--- src/rtl/spi_frame_tx.sv ---
module spi_frame_tx #(
  parameter int DW      = 64,
  parameter int CHW     = 12,
  parameter int CLK_DIV = 2,
  localparam int WW     = $clog2(DW) + 1,
  localparam int CW     = $clog2(CLK_DIV + 1)
) (
  input  logic           clk,
  input  logic           rst_n,
  input  logic           start_i,
  input  logic [DW-1:0]  data_i,
  input  logic [WW-1:0]  width_i,
  input  logic           left_i,
  input  logic           msb_i,
  input  logic           dual_i,
  input  logic [CHW-1:0] ch_a_i,
  input  logic [CHW-1:0] ch_b_i,
  output logic           cs_n_o,
  output logic           sclk_o,
  output logic           sdo_o,
  output logic           busy_o,
  output logic           done_o
);

  typedef enum logic [2:0] {S_IDLE, S_LEAD, S_LOW, S_HIGH, S_TRAIL} st_t;

  st_t           st;
  logic [DW-1:0] sh;
  logic          msb_q;
  logic [WW-1:0] left_cnt;
  logic [CW-1:0] tick;
  logic          done_q;

  logic [WW-1:0] w_user, w_eff, gap;
  logic          msb_eff, left_eff;
  logic [DW-1:0] ld_word, ld_sh;
  logic          step_end;

  assign w_user   = (width_i == '0) ? WW'(1) : ((width_i > WW'(DW)) ? WW'(DW) : width_i);
  assign w_eff    = dual_i ? WW'(2 * CHW) : w_user;
  assign msb_eff  = dual_i | msb_i;
  assign left_eff = ~dual_i & left_i;
  assign gap      = WW'(DW) - w_eff;
  assign ld_word  = dual_i ? {{(DW - 2 * CHW){1'b0}}, ch_a_i, ch_b_i} : data_i;
  assign step_end = (tick == CW'(CLK_DIV - 1));

  always_comb begin
    if (msb_eff && !left_eff)      ld_sh = ld_word << gap;
    else if (!msb_eff && left_eff) ld_sh = ld_word >> gap;
    else                           ld_sh = ld_word;
  end

  always_ff @(posedge clk or negedge rst_n) begin
    if (!rst_n) begin
      st       <= S_IDLE;
      sh       <= '0;
      msb_q    <= 1'b1;
      left_cnt <= '0;
      tick     <= '0;
      done_q   <= 1'b0;
    end else begin
      done_q <= 1'b0;
      if (st == S_IDLE) begin
        tick <= '0;
        if (start_i) begin
          st       <= S_LEAD;
          sh       <= ld_sh;
          msb_q    <= msb_eff;
          left_cnt <= w_eff;
        end
      end else begin
        tick <= step_end ? '0 : tick + CW'(1);
        if (step_end) begin
          unique case (st)
            S_LEAD:  st <= S_LOW;
            S_LOW:   st <= S_HIGH;
            S_HIGH: begin
              sh       <= msb_q ? (sh << 1) : (sh >> 1);
              left_cnt <= left_cnt - WW'(1);
              st       <= (left_cnt == WW'(1)) ? S_TRAIL : S_LOW;
            end
            S_TRAIL: begin
              st     <= S_IDLE;
              done_q <= 1'b1;
            end
            default: st <= S_IDLE;
          endcase
        end
      end
    end
  end

  assign cs_n_o = (st == S_IDLE);
  assign busy_o = (st != S_IDLE);
  assign sclk_o = (st == S_HIGH);
  assign sdo_o  = ((st == S_LOW) || (st == S_HIGH)) && (msb_q ? sh[DW-1] : sh[0]);
  assign done_o = done_q;

endmodule

--- config.mk ---
export PLATFORM = sky130hd
export DESIGN_NAME = spi_frame_tx
export DESIGN_NICKNAME = d
export VERILOG_FILES = /design/src/rtl/spi_frame_tx.sv
export SDC_FILE = /design/constraint.sdc
export NUM_CORES = 1
export LEC_CHECK = 0
export ABC_CLOCK_PERIOD_IN_PS = 6300
export BUFFER_PORTS_ARGS = -buffer_cell sky130_fd_sc_hd__buf_2
export CAP_MARGIN = 20
export CORE_ASPECT_RATIO = 1.2
export CORE_MARGIN = 3
export CORE_UTILIZATION = 25
export CTS_CLUSTER_DIAMETER = 50
export DETAILED_ROUTE_END_ITERATION = 8
export PLACE_DENSITY = 0.43
export SYNTH_ARGS = -nofsm -noshare
export SYNTH_HDL_FRONTEND = slang
export SYNTH_SLANG_ARGS = --single-unit
--- constraint.sdc ---
create_clock -name clk -period 6.3 [get_ports clk]
set_input_delay 0.945 -clock clk [delete_from_list [all_inputs] [get_ports clk]]
set_output_delay 0.945 -clock clk [all_outputs]
set_load 0.01 [all_outputs]
======== Word-level counts from Yosys, hierarchy flattened ========
Cells that the tools add are included.
storage, ports and cells
  word-level logic and storage cells ...... 62
  bits in registers ....................... 78
  input port bits ......................... 101
cells by class
  reduce and logical (&&, ||, !) cells .... 14
  shift-type cells ........................ 2
  mux-type cells .......................... 26
  add/sub/neg operators ................... 3
  bitwise operators ....................... 3
  equal/unequal tests ..................... 7
  order comparisons ....................... 1
operators with widths
  operator             number
  $mux 64              8
  $shl 64x7->64        1
  $shr 64x7->64        1
  $mux 7               7
  $mux 3               4
  $pmux 3 s3           1
  $eq 7x1->1 const B   1
  $gt 7x7->1 const B   1
  $logic_not 7->1      1
  $sub 7x1->7 const B  1
  $sub 7x7->7 const A  1
  $eq 3x2->1 const B   2
  $mux 1               4
  $mux 2               2
  $reduce_and 2->1     2
  $reduce_bool 2->1    2
  $eq 3x1->1 const B   1
  $eq 3x3->1 const B   1
  $logic_and 1x1->1    3
  $logic_not 3->1      1
  $reduce_and 3->1     1
  $reduce_bool 3->1    1
  $add 2x1->2 const B  1
  $eq 2x1->1 const B   1
  6 further kinds      7

======== Longest topological paths before layout ========
  depth in word-level cells ............... 10
  mapped depth ............................ 21
  gate-level depth less buffers ........... 12

======== Worst setup path before layout ========
Ideal clock, no wire load.
  kind .................................... input to register
  start point ............................. input width_i[4]
  end point ............................... register sh[25]
  slack ................................... 0.919 ns
  library setup time ...................... 0.082 ns
  data required time ...................... 6.218 ns
  data arrival time ....................... 5.299 ns
  cell stages on the path ................. 19
  buffers on the path ..................... 10
  cell sequence ........................... buf_4 or4_4 buf_6 o21ai_4 inv_2 buf_6 buf_2 buf_2 buf_2 ha_1 inv_1 buf_1 buf_1 clkbuf_1 clkbuf_1 nor2_1 a211oi_1 o211ai_1 a31oi_1
between the ends
  longest elaborated chain between the ends .. 10
  elaborated cells between the ends (all ways) .. 12
  classes of those cells .................. 1 x add/sub; 1 x order compare; 2 x shift; 7 x mux; 1 x reduce/logical
RTL lines
  item                  line  source
  from (decl)           12    input logic [WW-1:0] width_i,
  $gt 7x7->1            39    assign w_user = (width_i == '0) ? WW'(1) : ((width_i > WW'(DW)) ? WW'(DW) : width_i);
  $mux 7                39
  $mux 7 (*)            39
  $mux 7 (*)            40    assign w_eff = dual_i ? WW'(2 * CHW) : w_user;
  $sub 7x7->7 (*)       43    assign gap = WW'(DW) - w_eff;
  $shr 64x7->64         49    else if (!msb_eff && left_eff) ld_sh = ld_word >> gap;
  $mux 64               49
  $mux 64 (*)           48    if (msb_eff && !left_eff) ld_sh = ld_word << gap;
  $mux 64 (*)           65    if (start_i) begin
  $mux 64 (*)           63    if (st == S_IDLE) begin
  to (signal assigned)  67    sh <= ld_sh;
  to (signal assigned)  78    sh <= msb_q ? (sh << 1) : (sh >> 1);
  to (decl)             28    logic [DW-1:0] sh;
Mark *: on every way between the ends. The rest lies on a longest branch, timed or not. The select of a mux whose other input is x is not followed.
A chain may end at the register's enable or synchronous reset.

======== Final worst setup path ========
  start point ............................. input width_i[1]
  end point ............................... register sh[36]
Same word-level chain as after synthesis.

==> results_dict.tcl <==
set metrics [dict create \
    chipHeight_um 274.9 \
    cellPowerDensity_nw_per_um2 264.3 \
    fin_crit_ps 5361 \
    worstSkewPairLatency_ps 370 \
    cp_max_fo 14 \
    tns_ps 0 \
    p_sw_share_pct 53.66 \
    syn_area_um2 15060 \
    criticalPathCategory "in2reg" \
    grt_pass1_vias 18460 \
    path_buf_inv 3 \
    syn_avg_cell_area_um2 7.469 \
    power_leakage_nw 6.641 \
    rsz0062_at_grt "false" \
    num_rows 97 \
    cts_tree "done" \
    crit_path_max_incr_delay_ps 920 \
    num-nets-final 2145 \
    crit_chain "buf_2 > or4_4 > o21ai_4 > inv_2 > ha_2 > nor4bb_1 > buf_4 > nor4_1 > o21ba_2 > mux2i_1 > mux4_2 > o221ai_1 > a221oi_1 > a21oi_1" \
    path_delay_family "simple AND/OR/NAND/NOR gates" \
    comb_power_share_pct 63.5 \
    synth_top_cell_by_area "mux2i_1" \
    power_mw 4.529 \
    portBuffers 105 \
    clkTransAtPathRegs_ps 70 \
    clock_power_share_pct 13.9 \
    nFillCells 6595 \
    grt_max_degree 82 \
    ys_seq_area_share_pct 12.97 \
    slew_headroom_pct 10.30 \
    yosys_most_used_dff "dfrtp_1" \
    wl_um 117200 \
    hold_path_class "reg2reg" \
    num_vias 19490 \
    drv_cap 0 \
    status "finished, final reports clean" \
    start_util_pct 25.53 \
    internal_power_mw 2.099 \
    layout_commonest_cell "mux2i_1" \
    via_per_inst 6.868 \
    die_area_um2 63230 \
    cts_hold_buf 0 \
    syn_nets 2120 \
    max_freq_ghz 0.1865 \
    grt_pass1_wl_um 157900 \
    grt_use_total_pct 35.63 \
    p_seq_share_pct 22.6 \
    drt-initial-drc-count 2784 \
    final_util_pct 29.06 \
    fin_cells 2838 \
    post_drt_wl_per_cell_um 41.29 \
    antenna_found_initial 4 \
    worst_setup_path_end_kind "flop" \
    layout-drive-gt1-share_pct 19.41 \
    synth.distinct_cells 88 \
    first_pass_iters 6 \
    worstMarginPinSlew_ps 1331 \
    synth_edf_count 0 \
    place_congestion 1.135 \
    cp_slowest_cell "nor4_1" \
    grt_overflow 0 \
    core_um2 58980 \
    dp.cells 2822 \
    skew_ps 15.25 \
    synth_area_leaders "mux2i_1 15%, dfrtp_1 13%, a21oi_1 7.6%, mux4_2 4.9%, mux2_2 4.5%" \
    start_kind "input port" \
    cts_buffer_depth 2 \
    cp.arrival_ps 5600 \
    required_ps 6540 \
    synth_async_sr_flop_share_pct 100.0 \
    layout_common_cells "227 x mux2i_1, 224 x a21oi_1, 172 x nand2_1" \
    synth_top_cell_area_share_pct 15.09 \
    io_pins 106 \
    cts_buffers 9 \
    hpwl_um 92560 \
    clock_sinks 78 \
    areaGrowthSynthToFinish_pct 13.82 \
    synth_seq_cells 78 \
    final_hold_viol_count 0 \
    setup_viol 0 \
    postCtsSetupRepairBufs 0 \
    slew_violations 0 \
    power_switching_mw 2.430 \
    dieWidth_um 230.0 \
    drt_drc_violations_left 0 \
    yosysWarnings 0 \
    synthCells 2016 \
    period_share_pct 85.10 \
    vdd_drop_max_mv 0.1482 \
    ant_nets 0 \
    cts_root_buffer "clkbuf_16" \
    cts_resized 0 \
    htreeDepth 3 \
]
path summary, 6_finish.rpt:
path / cells past startpoint / endpoint / slack [ps] / startpoint
worst max register to register: 8 / sh[60] / 2390 / st[0]
worst min-delay path: 1 / tick[0] / 470 / tick[0]
max in group asynchronous: 2 / sh[44] / 4650 / rst_n
worst max-delay path: 14 / sh[36] / 940 / width_i[1]
worst min register to register: 1 / tick[0] / 470 / tick[0]
min in group asynchronous: 1 / sh[49] / 530 / rst_n
layer usage:
layer	GRT usage [%]	vias up	wire length, um
li1	-	7991	-
met1	43.83	9757	45590
met2	54.71	1366	50480
met3	6.856	373	10070
met4	27.81	4	11030
met5	0	-	22
flip-flops by register name, indices dropped and copies added, names as in the netlist:
name      cells
sh           64
left_cnt      7
st            3
tick          2
done_o        1
msb_q         1
synthesized netlist by cell type (58+ instances only):
cell type  number
mux2_2         60
dfrtp_1        77
mux2i_1       227
o211ai_1       58
nand3_1        65
nor2_1        137
nand2_1       173
a211oi_1       62
clkbuf_1      124
o21ai_0        81
a21oi_1       228
buf_2          59
cell families after synthesis:
| family | share of synthesized area (%) |
|---|---|
| mux | 24.51 |
| flops | 12.97 |
| compound gates | 37.81 |
| xor+xnor | 0.1662 |
| simple gates | 17.72 |
| buf+inv | 6.573 |
| fa+ha+maj | 0.2493 |
cell type report:
cell class                 count  area (um2)  share of cell area (%)
tap                          792       991.0                   5.782
multi-input combinational   1710       12220                   71.30
inverter                      14       52.55                  0.3066
sequential                    78        1957                   11.42
clock inverter                 4       95.09                  0.5548
clock buffer                  11       242.7                   1.416
timing repair buffer         228        1579                   9.213
antenna                        1       2.502                 0.01460
power by group through the flow:
stage          clock network (mW)  logic, mW  registers (mW)
2_1_floorplan                   0       1.80           0.829
3_3_place_gp                    0       2.78            1.03
3_5_place_dp                    0       2.77            1.03
4_1_cts                     0.641       2.78            1.02
5_1_grt                     0.655       2.99            1.06
6_report                    0.628       2.88            1.02
per-stage QoR:
step	hold slack [ps]	area (um2)	worst slack, ps
2_1_floorplan	427.0	15060	918.6
3_3_place_gp	446.4	16780	731.2
3_5_place_dp	462.4	16800	715.4
4_1_cts	468.0	17140	1086
5_1_grt	498.2	17140	820.7
6_report	470.1	17140	938.6
No activity file was read; power rests on OpenSTA's default activity.
